### src/rtl/hzd_pkg.sv
package hzd_pkg;

  // Operand source for an execute-stage operand
  typedef enum logic [1:0] {
    FW_RF    = 2'b00,
    FW_EXMEM = 2'b01,
    FW_MEMWB = 2'b10
  } fwd_sel_e;

  // Branch kind carried by the decode instruction
  typedef enum logic [1:0] {
    BR_NONE = 2'b00,
    BR_EQZ  = 2'b01,
    BR_NEZ  = 2'b10,
    BR_JMP  = 2'b11
  } br_op_e;

endpackage

### src/rtl/hzd_rst_sync.sv
module hzd_rst_sync (
  input  logic clk,
  input  logic rst_n,
  output logic rst_q_n
);

  logic [1:0] sync_r;

  always_ff @(posedge clk or negedge rst_n) begin
    if (!rst_n) sync_r <= 2'b00;
    else        sync_r <= {sync_r[0], 1'b1};
  end

  assign rst_q_n = sync_r[1];

endmodule

### src/rtl/hzd_track.sv
// Shadow of the later pipeline registers: execute, memory, writeback.
module hzd_track #(
  parameter int REG_AW = 5
) (
  input  logic              clk,
  input  logic              rst_n,
  input  logic              issue,
  input  logic              d_wen,
  input  logic              d_load,
  input  logic              d_rs_used,
  input  logic              d_rt_used,
  input  logic [REG_AW-1:0] d_dest,
  input  logic [REG_AW-1:0] d_rs,
  input  logic [REG_AW-1:0] d_rt,
  output logic              x_wen,
  output logic              x_load,
  output logic              x_rs_used,
  output logic              x_rt_used,
  output logic [REG_AW-1:0] x_dest,
  output logic [REG_AW-1:0] x_rs,
  output logic [REG_AW-1:0] x_rt,
  output logic              m_wen,
  output logic              m_load,
  output logic [REG_AW-1:0] m_dest,
  output logic              w_wen,
  output logic [REG_AW-1:0] w_dest
);

  localparam int NSTG = 3;
  localparam int NLD  = 2;

  logic              wen_r  [NSTG];
  logic              wen_n  [NSTG];
  logic [REG_AW-1:0] dest_r [NSTG];
  logic [REG_AW-1:0] dest_n [NSTG];
  logic              load_r [NLD];
  logic              load_n [NLD];
  logic              rsu_r, rsu_n, rtu_r, rtu_n;
  logic [REG_AW-1:0] rs_r, rs_n, rt_r, rt_n;
  logic              adv;

  // the shadow moves every cycle; a stall enters as an empty slot
  assign adv = 1'b1;

  always_comb begin
    wen_n[0]  = issue & d_wen;
    dest_n[0] = issue ? d_dest : '0;
    load_n[0] = issue & d_load;
    rsu_n     = issue & d_rs_used;
    rtu_n     = issue & d_rt_used;
    rs_n      = issue ? d_rs : '0;
    rt_n      = issue ? d_rt : '0;
  end

  for (genvar k = 1; k < NSTG; k++) begin : g_shift
    always_comb begin
      wen_n[k]  = wen_r[k-1];
      dest_n[k] = dest_r[k-1];
    end
  end

  for (genvar k = 1; k < NLD; k++) begin : g_ldshift
    always_comb load_n[k] = load_r[k-1];
  end

  for (genvar k = 0; k < NSTG; k++) begin : g_stg
    always_ff @(posedge clk or negedge rst_n) begin
      if (!rst_n) begin
        wen_r[k]  <= 1'b0;
        dest_r[k] <= '0;
      end else if (adv) begin
        wen_r[k]  <= wen_n[k];
        dest_r[k] <= dest_n[k];
      end
    end
  end

  for (genvar k = 0; k < NLD; k++) begin : g_ld
    always_ff @(posedge clk or negedge rst_n) begin
      if (!rst_n)   load_r[k] <= 1'b0;
      else if (adv) load_r[k] <= load_n[k];
    end
  end

  always_ff @(posedge clk or negedge rst_n) begin
    if (!rst_n) begin
      rsu_r <= 1'b0;
      rtu_r <= 1'b0;
      rs_r  <= '0;
      rt_r  <= '0;
    end else if (adv) begin
      rsu_r <= rsu_n;
      rtu_r <= rtu_n;
      rs_r  <= rs_n;
      rt_r  <= rt_n;
    end
  end

  assign x_wen     = wen_r[0];
  assign x_load    = load_r[0];
  assign x_rs_used = rsu_r;
  assign x_rt_used = rtu_r;
  assign x_dest    = dest_r[0];
  assign x_rs      = rs_r;
  assign x_rt      = rt_r;
  assign m_wen     = wen_r[1];
  assign m_load    = load_r[1];
  assign m_dest    = dest_r[1];
  assign w_wen     = wen_r[2];
  assign w_dest    = dest_r[2];

  // a slot not issued (stall or invalid) leaves execute empty
  empty_slot_chk: assert property (@(posedge clk) disable iff (!rst_n)
    $past(!issue) |-> (!x_wen && !x_load && !x_rs_used && !x_rt_used));

endmodule

### src/rtl/hzd_fwd_cmp.sv
// One execute operand: pick the youngest later stage that writes it.
module hzd_fwd_cmp #(
  parameter int REG_AW = 5
) (
  input  logic               clk,
  input  logic               rst_n,
  input  logic [REG_AW-1:0]  src,
  input  logic               used,
  input  logic               m_wen,
  input  logic [REG_AW-1:0]  m_dest,
  input  logic               w_wen,
  input  logic [REG_AW-1:0]  w_dest,
  output hzd_pkg::fwd_sel_e  sel
);
  import hzd_pkg::*;

  logic live, hit_m, hit_w;

  always_comb begin
    live  = used && (src != '0);
    hit_m = live && m_wen && (m_dest == src);
    hit_w = live && w_wen && (w_dest == src);
    if (hit_m)      sel = FW_EXMEM;
    else if (hit_w) sel = FW_MEMWB;
    else            sel = FW_RF;
  end


  reg_zero_chk: assert property (@(posedge clk) disable iff (!rst_n)
    ((src == '0) || !used) |-> (sel == FW_RF));

endmodule

### src/rtl/hzd_ctl.sv
// Stall, decode-stage test select and redirect.
module hzd_ctl #(
  parameter int REG_AW = 5
) (
  input  logic              clk,
  input  logic              rst_n,
  input  logic              id_valid,
  input  logic [REG_AW-1:0] id_rs,
  input  logic [REG_AW-1:0] id_rt,
  input  logic              id_rs_used,
  input  logic              id_rt_used,
  input  logic [1:0]        id_br_op,
  input  logic              id_tst_zero,
  input  logic              x_wen,
  input  logic              x_load,
  input  logic [REG_AW-1:0] x_dest,
  input  logic              m_wen,
  input  logic              m_load,
  input  logic [REG_AW-1:0] m_dest,
  output logic              stall,
  output logic              tst_fwd,
  output logic              redirect
);
  import hzd_pkg::*;

  localparam int RUN_W = 2;

  br_op_e           op;
  logic             x_live, m_live, is_cond;
  logic             load_use, br_on_x, br_on_mload, cond_met;
  logic [RUN_W-1:0] run_r, run_n;

  always_comb begin
    op      = br_op_e'(id_br_op);
    x_live  = x_wen && (x_dest != '0);
    m_live  = m_wen && (m_dest != '0);
    is_cond = id_valid && ((op == BR_EQZ) || (op == BR_NEZ));

    load_use = id_valid && x_live && x_load &&
               ((id_rs_used && (id_rs == x_dest)) ||
                (id_rt_used && (id_rt == x_dest)));
    br_on_x     = is_cond && x_live && (id_rs == x_dest);
    br_on_mload = is_cond && m_live && m_load && (id_rs == m_dest);
    stall       = load_use || br_on_x || br_on_mload;

    tst_fwd = is_cond && m_live && !m_load && (id_rs == m_dest);

    case (op)
      BR_EQZ:  cond_met = id_tst_zero;
      BR_NEZ:  cond_met = !id_tst_zero;
      BR_JMP:  cond_met = 1'b1;
      default: cond_met = 1'b0;
    endcase
    redirect = id_valid && !stall && cond_met;
  end

  // consecutive stall counter, saturating
  always_comb begin
    if (!stall)                    run_n = '0;
    else if (run_r != {RUN_W{1'b1}}) run_n = run_r + 1'b1;
    else                           run_n = run_r;
  end

  always_ff @(posedge clk or negedge rst_n) begin
    if (!rst_n) run_r <= '0;
    else        run_r <= run_n;
  end


  stall_run_chk: assert property (@(posedge clk) disable iff (!rst_n)
    !(stall && (run_r == 2'd2)));

endmodule

### src/rtl/pipe_hazard_unit.sv
module pipe_hazard_unit #(
  parameter int REG_AW = 5
) (
  input  logic              clk,
  input  logic              rst_n,
  input  logic              id_valid,
  input  logic [REG_AW-1:0] id_rs,
  input  logic [REG_AW-1:0] id_rt,
  input  logic              id_rs_used,
  input  logic              id_rt_used,
  input  logic [REG_AW-1:0] id_dest,
  input  logic              id_wen,
  input  logic              id_is_load,
  input  logic [1:0]        id_br_op,
  input  logic              id_tst_zero,
  output logic [1:0]        ex_sel_a,
  output logic [1:0]        ex_sel_b,
  output logic              id_sel_tst,
  output logic              pc_wen,
  output logic              ifid_wen,
  output logic              idex_nop,
  output logic              npc_sel
);
  import hzd_pkg::*;

  localparam int NSRC = 2;

  logic              rst_q_n;
  logic              stall, issue;
  logic              x_wen, x_load, x_rs_used, x_rt_used, m_wen, m_load, w_wen;
  logic [REG_AW-1:0] x_dest, x_rs, x_rt, m_dest, w_dest;
  logic [REG_AW-1:0] src_reg [NSRC];
  logic              src_use [NSRC];
  fwd_sel_e          src_sel [NSRC];

  hzd_rst_sync u_rst (
    .clk     (clk),
    .rst_n   (rst_n),
    .rst_q_n (rst_q_n)
  );

  assign issue = id_valid && !stall;

  hzd_track #(.REG_AW(REG_AW)) u_track (
    .clk       (clk),
    .rst_n     (rst_q_n),
    .issue     (issue),
    .d_wen     (id_wen),
    .d_load    (id_is_load),
    .d_rs_used (id_rs_used),
    .d_rt_used (id_rt_used),
    .d_dest    (id_dest),
    .d_rs      (id_rs),
    .d_rt      (id_rt),
    .x_wen     (x_wen),
    .x_load    (x_load),
    .x_rs_used (x_rs_used),
    .x_rt_used (x_rt_used),
    .x_dest    (x_dest),
    .x_rs      (x_rs),
    .x_rt      (x_rt),
    .m_wen     (m_wen),
    .m_load    (m_load),
    .m_dest    (m_dest),
    .w_wen     (w_wen),
    .w_dest    (w_dest)
  );

  for (genvar g = 0; g < NSRC; g++) begin : g_src
    assign src_reg[g] = (g == 0) ? x_rs : x_rt;
    assign src_use[g] = (g == 0) ? x_rs_used : x_rt_used;

    hzd_fwd_cmp #(.REG_AW(REG_AW)) u_cmp (
      .clk    (clk),
      .rst_n  (rst_q_n),
      .src    (src_reg[g]),
      .used   (src_use[g]),
      .m_wen  (m_wen),
      .m_dest (m_dest),
      .w_wen  (w_wen),
      .w_dest (w_dest),
      .sel    (src_sel[g])
    );
  end

  hzd_ctl #(.REG_AW(REG_AW)) u_ctl (
    .clk         (clk),
    .rst_n       (rst_q_n),
    .id_valid    (id_valid),
    .id_rs       (id_rs),
    .id_rt       (id_rt),
    .id_rs_used  (id_rs_used),
    .id_rt_used  (id_rt_used),
    .id_br_op    (id_br_op),
    .id_tst_zero (id_tst_zero),
    .x_wen       (x_wen),
    .x_load      (x_load),
    .x_dest      (x_dest),
    .m_wen       (m_wen),
    .m_load      (m_load),
    .m_dest      (m_dest),
    .stall       (stall),
    .tst_fwd     (id_sel_tst),
    .redirect    (npc_sel)
  );

  assign ex_sel_a = src_sel[0];
  assign ex_sel_b = src_sel[1];
  assign pc_wen   = !stall;
  assign ifid_wen = !stall;
  assign idex_nop = stall;

  // a load's data is never taken from the memory-stage path
  no_load_fwd_a_chk: assert property (@(posedge clk) disable iff (!rst_q_n)
    (ex_sel_a == 2'b01) |-> !m_load);


  no_load_fwd_b_chk: assert property (@(posedge clk) disable iff (!rst_q_n)
    (ex_sel_b == 2'b01) |-> !m_load);

  // decode test never forwarded from an unfinished load
  no_load_tst_chk: assert property (@(posedge clk) disable iff (!rst_q_n)
    id_sel_tst |-> !m_load);

endmodule

### config.mk
export PLATFORM = sky130hd
export DESIGN_NAME = pipe_hazard_unit
export DESIGN_NICKNAME = d
export VERILOG_FILES = /design/src/rtl/hzd_pkg.sv /design/src/rtl/hzd_rst_sync.sv /design/src/rtl/hzd_track.sv /design/src/rtl/hzd_fwd_cmp.sv /design/src/rtl/hzd_ctl.sv /design/src/rtl/pipe_hazard_unit.sv
export SDC_FILE = /design/constraint.sdc
export NUM_CORES = 1
export LEC_CHECK = 0
export BUFFER_PORTS_ARGS = -buffer_cell sky130_fd_sc_hd__buf_2
export CORE_MARGIN = 10
export CORE_UTILIZATION = 40
export CTS_CLUSTER_DIAMETER = 120
export DETAILED_ROUTE_END_ITERATION = 12
export GPL_TIMING_DRIVEN = 0
export PLACE_DENSITY = 0.6
export SYNTH_ARGS = -nofsm -noshare
export SYNTH_HDL_FRONTEND = slang
export SYNTH_SLANG_ARGS = --single-unit
### constraint.sdc
create_clock -name clk -period 6.4 [get_ports clk]
set_clock_uncertainty 0.1 [all_clocks]
set_input_delay 1.28 -clock clk [delete_from_list [all_inputs] [get_ports clk]]
set_output_delay 1.28 -clock clk [all_outputs]
set_load 0.01 [all_outputs]
# Yosys cells after proc, flatten, opt, wreduce, memory -nomap -nowiden
# Index checks and enable logic that the tools add are counted.
[word_totals]
ff_bits = 34
in_bits = 25
output_inout_bits = 9
wordCells = 73
[op_classes]
eq_ne = 10
mux = 8
bitwise_logic = 4
n_reduce_logical = 38
[ops]
columns = ["operator", "count"]
rows = [
  ["5-bit equality test", 7],
  ["1-bit logical AND", 27],
  ["5-bit nonzero test", 4],
  ["5-bit 2-to-1 mux", 3],
  ["2-bit 2-to-1 mux", 4],
  ["1-bit AND", 4],
  ["2-bit equality test, second input constant", 2],
  ["1-bit logical OR", 4],
  ["1-bit logical NOT", 3],
  ["1-bit case mux with 3 select lines", 1],
  ["2-bit by 1-bit equality test with 1-bit output, second input constant", 1],
]

# Logic depth before layout (Yosys ltp)
# Gate-level depths: netlist (run 1).
[depth]
ltp_word = 10
ltp_mapped = 7
ltp_nobuf = 5

# Hierarchy
# A second synthesis (run 1) with hierarchy kept.
[unflattened]
hier_cells = 144
hier_area_um2 = 1679.1
[modules_own_cells]
columns = ["module", "instances", "cells_per_inst", "area_per_inst_um2"]
rows = [
  ["hzd_track", 1, 62, 1024.7],
  ["hzd_fwd_cmp", 2, 19, 152.6],
  ["hzd_ctl", 1, 38, 277.8],
  ["hzd_rst_sync", 1, 3, 53.8],
  ["pipe_hazard_unit", 1, 3, 17.5],
]

# Least setup slack after synthesis (run 1)
# Ideal clock, no wire load.
[synth_timing]
path_kind = "input to output"
start = "in id_rs[2]"
end = "out pc_wen"
arrival_time_ns = 2.834
required_time_ns = 5.020
setup_slack_ns = 2.186
cell_stages = 7
n_path_buf = 2
cell_sequence = "or4_1 o211ai_2 nor2_1 a41o_1 buf_6 nor2_1 buf_4"
[synth_via]
elab_chain_cells = 7
[synth_rtl]
columns = ["element", "line", "rtl"]
rows = [
  ["start, declared", "pipe_hazard_unit.sv:7", "input logic [REG_AW-1:0] id_rs,"],
  ["5-bit equality test", "hzd_ctl.sv:40, hzd_ctl.sv:42", ""],
  ["1-bit logical AND", "hzd_ctl.sv:40", "((id_rs_used && (id_rs == x_dest)) ||"],
  ["1-bit logical OR", "hzd_ctl.sv:40", ""],
  ["1-bit logical AND", "hzd_ctl.sv:39", "load_use = id_valid && x_live && x_load &&"],
  ["1-bit logical OR", "hzd_ctl.sv:44", "stall = load_use || br_on_x || br_on_mload;"],
  ["1-bit logical OR *", "hzd_ctl.sv:44", ""],
  ["1-bit logical NOT *", "--", ""],
  ["end, declared", "pipe_hazard_unit.sv:19", "output logic pc_wen,"],
]
# Every way passes the cells marked *; elsewhere a longest branch is shown, timed or not.

# Worst setup path after layout (run 1)
[layout_timing]
start = "in id_rs[2]"
end = "out pc_wen"
[layout_via]
elab_chain_cells = 7
[layout_rtl]
columns = ["element", "line", "rtl"]
rows = [
  ["5-bit equality test", "hzd_ctl.sv:40, hzd_ctl.sv:42", ""],
  ["1-bit logical AND", "hzd_ctl.sv:40", ""],
  ["1-bit logical OR", "hzd_ctl.sv:40", ""],
  ["1-bit logical AND", "hzd_ctl.sv:39", ""],
  ["1-bit logical OR", "hzd_ctl.sv:44", ""],
  ["1-bit logical OR *", "hzd_ctl.sv:44", ""],
  ["1-bit logical NOT *", "pipe_hazard_unit.sv:109", "assign pc_wen = !stall;"],
]
# Marks and branches as above.

==> results.rst, run 1 <==
.. list-table::
   :header-rows: 1

   * - Metric
     - Value
   * - Number of buffers created by CTS
     - 5
   * - Headroom to the max-slew limit
     - 0.5438
   * - DRC
     - 0
   * - Via count of the first global-routing pass
     - 1422
   * - Yosys warnings
     - 0
   * - Setup TNS after final layout
     - 0 ns
   * - Antenna cells
     - 0
   * - Max Transition Viols Final
     - 0
   * - Number of design-rule violations left by the first detailed-router iteration
     - 48
   * - Cell leakage power
     - 0.9898 nW
   * - Cell at the root of the clock tree
     - clkbuf_8
   * - Area leader, netlist
     - dfrtp_1
   * - Average routed wire per standard cell
     - 15.89 um
   * - Sum of routed wire length over all layers
     - 3910 um
   * - Setup repair after global routing missed its margin
     - false
   * - Period utilization
     - 0.6934
   * - Global router's overall resource usage
     - 0.1116
   * - Number of distinct library cells after synthesis
     - 26
   * - Largest net degree at the start of global routing
     - 33
   * - Vias per Instance
     - 5.167
   * - Floorplan die width
     - roughly 86 um
   * - Site row count
     - 23
   * - CP max FO
     - 10
   * - Number of sinks on the clock net
     - 34
   * - Effective utilization at floorplan
     - 0.4222
   * - Drt first pass iters
     - 4
   * - Dpl hpwl
     - 3015 um
   * - Count of max-cap constraint violations
     - 0
   * - Number of flops mapped to enable cells by yosys
     - 0
   * - Ys flop type
     - dfrtp_1
   * - CP Data Required Time
     - 5.02 ns
   * - Power density cells
     - around 220 nW/um2
   * - Worst setup path class
     - primary input to output port
   * - Count of nets left with antenna violations after detail routing
     - 0
   * - Endpoints failing hold
     - 0
   * - CP Launch Type
     - primary input
   * - Total of cells resized after clock tree synthesis
     - 0
   * - Core Box Area
     - roughly 4000 um2
   * - Top post-synthesis cells by area
     - dfrtp_1 49%, xnor2_1 14%, nor3_2 11%
   * - Netlist area before placement
     - ~1700 um2
   * - Gate power share
     - 0.112
   * - Sw Ratio
     - 0.2496
   * - I/O pin cnt
     - 34
   * - Hold-fix buffers, CTS
     - 0
   * - Final total power
     - around 450 uW
   * - Run status
     - completed
   * - Portion of total power attributed to the clock network
     - 0.352
   * - Sequential power share
     - 0.536
   * - Clk buf depth
     - 2
   * - Path type of the worst min-delay path
     - flop to async pin
   * - CTS tree
     - built
   * - Area fraction of the dominant cell type after synthesis
     - 0.4931
   * - Gp weighted congestion
     - 0.8529
   * - Final setup violating endpoints
     - 0
   * - First-pass GRT wire length
     - about 6700 um
   * - Worst-Skew Late Latency
     - about 0.28 ns
   * - Max rail drop VDD
     - between 0.0001 and 0.00015 V
   * - Clock slew at the register clock pins of the worst setup and hold paths
     - about 0.07 ns
   * - Count of mapped cells out of synthesis
     - roughly 160
   * - Global-route congestion overflow total
     - 0
   * - Proportion of layout cells with a drive suffix above 1
     - 0.3520
   * - Die Y-Extent
     - 85.68 um
   * - Post-CTS setup buffer count
     - 0
   * - Critical Path AT
     - 3.06 ns
   * - Depth of the worst register-to-register path
     - 6
   * - Net total in the final layout
     - 220
   * - Slew at the pin closest to its max-slew limit
     - 0.6843 ns
   * - Shortest clock period the worst path allows after layout
     - between 4 and 5 ns
   * - Most common cell after layout, fill and taps aside
     - buf_2
   * - Total nets after synthesis
     - 180
   * - Synthesis-to-layout area growth
     - 18.56%
   * - Async set-or-reset flop fraction in the synthesized netlist
     - 1.000
   * - DR vias
     - ~1.3k
   * - Most frequent cells in the layout
     - 35 x buf_2, 33 x dfrtp_1, 27 x xnor2_1
   * - Proportion of synthesized chip area in sequential cells
     - 0.4931
   * - Total net switching power
     - about 110 uW
   * - Critical Path Sink Type
     - output port
   * - Number of antenna violations at the first check in global routing
     - 0
   * - Die outline area
     - between 7000 and 8000 um2
   * - Max H-tree Level
     - 2
   * - Number of buffers added on ports
     - 33
   * - Synthesized area per cell
     - 11.13 um2
   * - Register bit total from synthesis
     - 34
   * - F_max
     - 225.3 MHz
   * - Int Pwr
     - 340.2 uW
final cells by class:
class,count,area (um2)
Buffer,9,62.56
Fill cell,380,2041
Tap cell,50,62.56
Clock buffer,7,86.33
Clock inverter,1,5.005
Timing Repair Buffer,33,165.2
Multi-Input combinational cell,112,812.0
Sequential cell,34,852.1
path summary, 6_finish.rpt:
check,to,slack [ns],startpoint
min in group clk,u_rst.sync_r[1]$_DFF_PN0_,0.25,u_rst.sync_r[0]$_DFF_PN0_
setup / recovery,pc_wen,1.96,id_rs[2]
setup reg to reg,u_track.x_rs[0]$_DFF_PN0_,4.27,u_track.m_dest[0]$_DFF_PN0_
hold reg to reg,u_track.x_load$_DFF_PN0_,0.21,u_rst.sync_r[1]$_DFF_PN0_
hold / removal,u_track.x_load$_DFF_PN0_,0.21,u_rst.sync_r[1]$_DFF_PN0_
max in group asynchronous,u_rst.sync_r[1]$_DFF_PN0_,5.43,rst_n
flip-flops by register name, summed over array words and instances (netlist names), 2 cells and up:
signal	cells
u_track.x_dest	5
u_track.x_rs	5
u_track.w_dest	5
u_track.x_rt	5
u_track.m_dest	5
u_rst.sync_r	2
cell usage after synthesis, drive strengths merged, types with 2 or more instances:
cell type   n
dfrtp      34
nand4       5
nand2      25
nand3       2
xnor2      27
xor2        9
clkbuf      2
o21ai       3
nor2        2
buf         7
nor4        3
nor4b       2
nor3       23
or4         4
cells by family after synthesis:
family | share of synthesized area
flip-flops | 0.4931
multiplexers | 0.005802
AO/OA/AOI/OAI | 0.02538
other | 0.002173
buffers and inverters | 0.03626
XOR/XNOR | 0.1827
AND/OR/NAND/NOR | 0.2545
per-layer routing:
layer / GRT usage / vias up / wire length [um]
met5: 0 / - / 0
met4: 0.03144 / 0 / 38
met3: 0.03879 / 6 / 282
met2: 0.2010 / 46 / 1973
met1: 0.1200 / 616 / 1615
li1: - / 603 / -
metrics by stage:
| stage | utilization | setup WS [ns] | instances | hold WS [ns] | cell area (um2) |
|---|---|---|---|---|---|
| finish | 0.5006 | 1.962 | 246 | 0.2147 | 2046 |
| global route | 0.5006 | 1.775 | 246 | 0.2680 | 2046 |
| CTS | 0.5003 | 1.947 | 246 | 0.2542 | 2044 |
| detailed placement | 0.4780 | 1.952 | 238 | 0.2395 | 1953 |
| global placement | 0.4780 | 2.021 | 238 | 0.2366 | 1953 |
| floorplan | - | 2.186 | 155 | 0.2312 | 1725 |
power by group through the flow:
| stage | Clock (mW) | Sequential, mW | Combinational [mW] |
|---|---|---|---|
| after floorplan | 0 | 0.242 | 0.0349 |
| after global placement | 0 | 0.247 | 0.0493 |
| after detailed placement | 0 | 0.247 | 0.0508 |
| after CTS | 0.164 | 0.243 | 0.0511 |
| after global routing | 0.172 | 0.245 | 0.0574 |
| final | 0.160 | 0.243 | 0.0507 |
critical path, cell delays in order:
cell      delay (ns)
buf_2           0.13
or4_1           0.56
o211ai_2        0.18
nor2_1          0.07
a41o_1          0.30
buf_6           0.18
nor2_1          0.12
buf_4           0.12
buf_2           0.11
Note: power is estimated with default switching activity, not from simulation.
==> inputs of run 2 (changes only) <==
--- a/config.mk
+++ b/config.mk
@@ -5,13 +5,14 @@
 export SDC_FILE = /design/constraint.sdc
 export NUM_CORES = 1
 export LEC_CHECK = 0
+export ABC_AREA = 1
 export BUFFER_PORTS_ARGS = -buffer_cell sky130_fd_sc_hd__buf_2
 export CORE_MARGIN = 10
 export CORE_UTILIZATION = 40
 export CTS_CLUSTER_DIAMETER = 120
 export DETAILED_ROUTE_END_ITERATION = 12
 export GPL_TIMING_DRIVEN = 0
-export PLACE_DENSITY = 0.6
+export PLACE_DENSITY = 0.62
 export SYNTH_ARGS = -nofsm -noshare
 export SYNTH_HDL_FRONTEND = slang
 export SYNTH_SLANG_ARGS = --single-unit
==> constraint.sdc (replaced) <==
create_clock -name clk -period 4 [get_ports clk]
set_clock_uncertainty 0.1 [all_clocks]
set_input_delay 0.8 -clock clk [delete_from_list [all_inputs] [get_ports clk]]
set_output_delay 0.8 -clock clk [all_outputs]
set_load 0.01 [all_outputs]
==> results.rst, run 2 <==
.. list-table::
   :header-rows: 1

   * - Metric
     - Value
   * - First-pass GRT wire length
     - 6575 um
   * - Slew at the pin closest to its max-slew limit
     - ~0.68 ns
   * - Top post-synthesis cells by area
     - dfrtp_1 50%, nand2_1 10%, nor2_1 8.8%
   * - Hold-fix buffers, CTS
     - 0
   * - Largest net degree at the start of global routing
     - 33
   * - Net total in the final layout
     - 280
   * - Final worst-path setup slack
     - between 1 and 1.5 ns
   * - Total nets after synthesis
     - between 200 and 250
   * - CP max FO
     - 10
   * - CP Launch Type
     - primary input
   * - Worst path max stage delay
     - 0.18 ns
   * - Post-CTS setup buffer count
     - 0
   * - Setup TNS after final layout
     - 0 ns
   * - I/O pin cnt
     - 34
   * - Proportion of layout cells with a drive suffix above 1
     - 0.1992
   * - Sum of routed wire length over all layers
     - around 3800 um
   * - Max rail drop VDD
     - about 0.00021 V
   * - Proportion of synthesized chip area in sequential cells
     - 0.5004
   * - FF-to-FF Start
     - u_track.m_dest[0]$_DFF_PN0_
   * - Count of max-cap constraint violations
     - 0
   * - Antenna cells
     - 0
   * - Path type of the worst min-delay path
     - primary input to async pin
   * - Dpl hpwl
     - roughly 2900 um
   * - Area fraction of the dominant cell type after synthesis
     - 0.5004
   * - Drt first pass iters
     - 4
   * - Average routed wire per standard cell
     - 12.52 um
   * - CP Data Required Time
     - ~3.1 ns
   * - Effective utilization at floorplan
     - 0.4191
   * - # placed instances
     - around 300
   * - Most frequent cells in the layout
     - 47 x nand2_1, 40 x nor2_1, 37 x inv_1
   * - Most common cell after layout, fill and taps aside
     - nand2_1
   * - Yosys warnings
     - 0
   * - Power density cells
     - roughly 410 nW/um2
   * - F_max
     - roughly 360 MHz
   * - CTS tree
     - built
   * - Critical Path Sink Type
     - output port
   * - Endpoints failing hold
     - 0
   * - Global router's overall resource usage
     - 0.1117
   * - Number of sinks on the clock net
     - 34
   * - DR vias
     - between 1k and 1.5k
   * - Cell at the slowest stage of the critical path
     - nor3_2
   * - Via count of the first global-routing pass
     - approximately 1.4k
   * - Cell at the root of the clock tree
     - clkbuf_8
   * - Area leader, netlist
     - dfrtp_1
   * - Most repeated cell in the gate-level netlist after synthesis
     - nand2_1
   * - Number of design-rule violations left by the first detailed-router iteration
     - 38
   * - Final total power
     - ~850 uW
   * - Core Box Area
     - ~4000 um2
   * - Total of cells resized after clock tree synthesis
     - 0
   * - Headroom to the max-slew limit
     - 0.5441
   * - Period utilization
     - 0.7026
   * - Cell leakage power
     - around 1.1 nW
   * - Async set-or-reset flop fraction in the synthesized netlist
     - 1.000
   * - Total of fill cells in the finished design
     - 400
   * - Crit-path cells
     - buf_2, inv_1, nand2_1, nand2_1, nor2_1, nand2_1, nor3_2, nor2_2, nand3_2, buf_6, nor2_1, buf_2
   * - Clock slew at the register clock pins of the worst setup and hold paths
     - 0.07 ns
   * - Global-route congestion overflow total
     - 0
   * - Clk buf depth
     - 2
   * - Worst-Skew Late Latency
     - a little under 0.3 ns
   * - Number of buffers added on ports
     - 33
   * - Final setup violating endpoints
     - 0
   * - Die outline area
     - about 7300 um2
   * - Count of mapped cells out of synthesis
     - around 220
   * - Setup repair after global routing missed its margin
     - false
   * - Synthesis-to-layout area growth
     - 21.56%
   * - DRC
     - 0
   * - Die Y-Extent
     - roughly 85 um
   * - Number of buffers created by CTS
     - 5
   * - Run status
     - completed
   * - Number of antenna violations at the first check in global routing
     - 0
   * - Max Transition Viols Final
     - 0
   * - DP Worst Slack
     - around 1.2 ns
   * - Critical Path AT
     - ~1.9 ns
   * - Site row count
     - 23
   * - Ys flop type
     - dfrtp_1
   * - Shortest clock period the worst path allows after layout
     - between 2 and 3 ns
   * - Vias per Instance
     - about 4.5
   * - Worst setup path class
     - primary input to output port
   * - Max H-tree Level
     - 2
   * - Count of nets left with antenna violations after detail routing
     - 0
   * - Netlist area before placement
     - around 1700 um2
   * - Number of flops mapped to enable cells by yosys
     - 0
   * - Synthesized area per cell
     - about 7.9 um2
   * - Critical path startpoint
     - id_rs[2]
   * - Final standard cell count with taps included and fillers excluded
     - between 300 and 400
   * - Floorplan die width
     - 85.20 um
   * - Number of distinct library cells after synthesis
     - 23
   * - Most instantiated cells after synthesis
     - 47 x nand2_1, 40 x nor2_1, 37 x inv_1
   * - Register bit total from synthesis
     - 34
   * - Crit-path most repeated cell
     - nand2_1
   * - Gp weighted congestion
     - 0.8426
run 2: cell count changes after synthesis, moves of 4 or more:
cell     previous run  this run
or4_1               4         0
nand3_1             2         9
nor2_1              2        40
nor3_2             19         1
xnor2_1            27         7
nand2_1            25        47
o21ai_0             2         8
xor2_1              9         4
inv_1               0        37
run 2: worst paths after layout:
path	end	slack (ns)	cells past startpoint
min in group clk	u_rst.sync_r[1]$_DFF_PN0_	0.26	0
worst max register to register	u_track.x_rt[0]$_DFF_PN0_	2.36	10
worst min-delay path	u_rst.sync_r[0]$_DFF_PN0_	0.18	1
worst min register to register	u_track.x_dest[0]$_DFF_PN0_	0.21	0
max in group asynchronous	u_track.x_rt[2]$_DFF_PN0_	3.14	0
worst max-delay path	npc_sel	1.19	12
run 2: final cells by class:
class,instances,area (um2),share of cell area
sequential,34,852.1,0.4122
multi-input combinational,139,665.6,0.3220
timing repair buffer,33,165.2,0.07990
inverter,37,138.9,0.06719
clock buffer,5,68.82,0.03329
clock inverter,3,68.82,0.03329
tap,50,62.56,0.03027
buffer,5,45.04,0.02179
run 2: worst max-delay path, delay by kind of cell:
kind          cells  cell delay [ns]
simple gates      8             0.64
buf+inv           4             0.46
run 2: power by group:
group,switching (mW),internal [mW],leakage [nW]
clock network,0.131,0.250,0.0683
logic,0.0445,0.0385,0.609
registers,0.0255,0.361,0.435
run 2: cells by family after synthesis:
kind of cell | count (synthesis) | share of synthesized area
XOR/XNOR | 11 | 0.05666
flip-flops | 34 | 0.5004
multiplexers | 1 | 0.005887
other | 1 | 0.002205
AO/OA/AOI/OAI | 15 | 0.05151
AND/OR/NAND/NOR | 111 | 0.2752
buffers and inverters | 42 | 0.1082
run 2: through the flow:
step	utilization	hold WS [ns]	instance area (um2)
2_1_floorplan	-	0.2312	1700
3_3_place_gp	0.4752	0.2363	1928
3_5_place_dp	0.4752	0.2379	1928
4_1_cts	0.5091	0.1701	2066
5_1_grt	0.5094	0.1674	2067
6_report	0.5094	0.1783	2067
run 2: layer usage:
metal | share of wire | global-route usage | vias up
met5 | 0 | 0 | -
met4 | 0.014 | 0.04491 | 0
met3 | 0.061 | 0.03920 | 6
met2 | 0.46 | 0.1798 | 36
met1 | 0.47 | 0.1321 | 615
li1 | - | - | 735
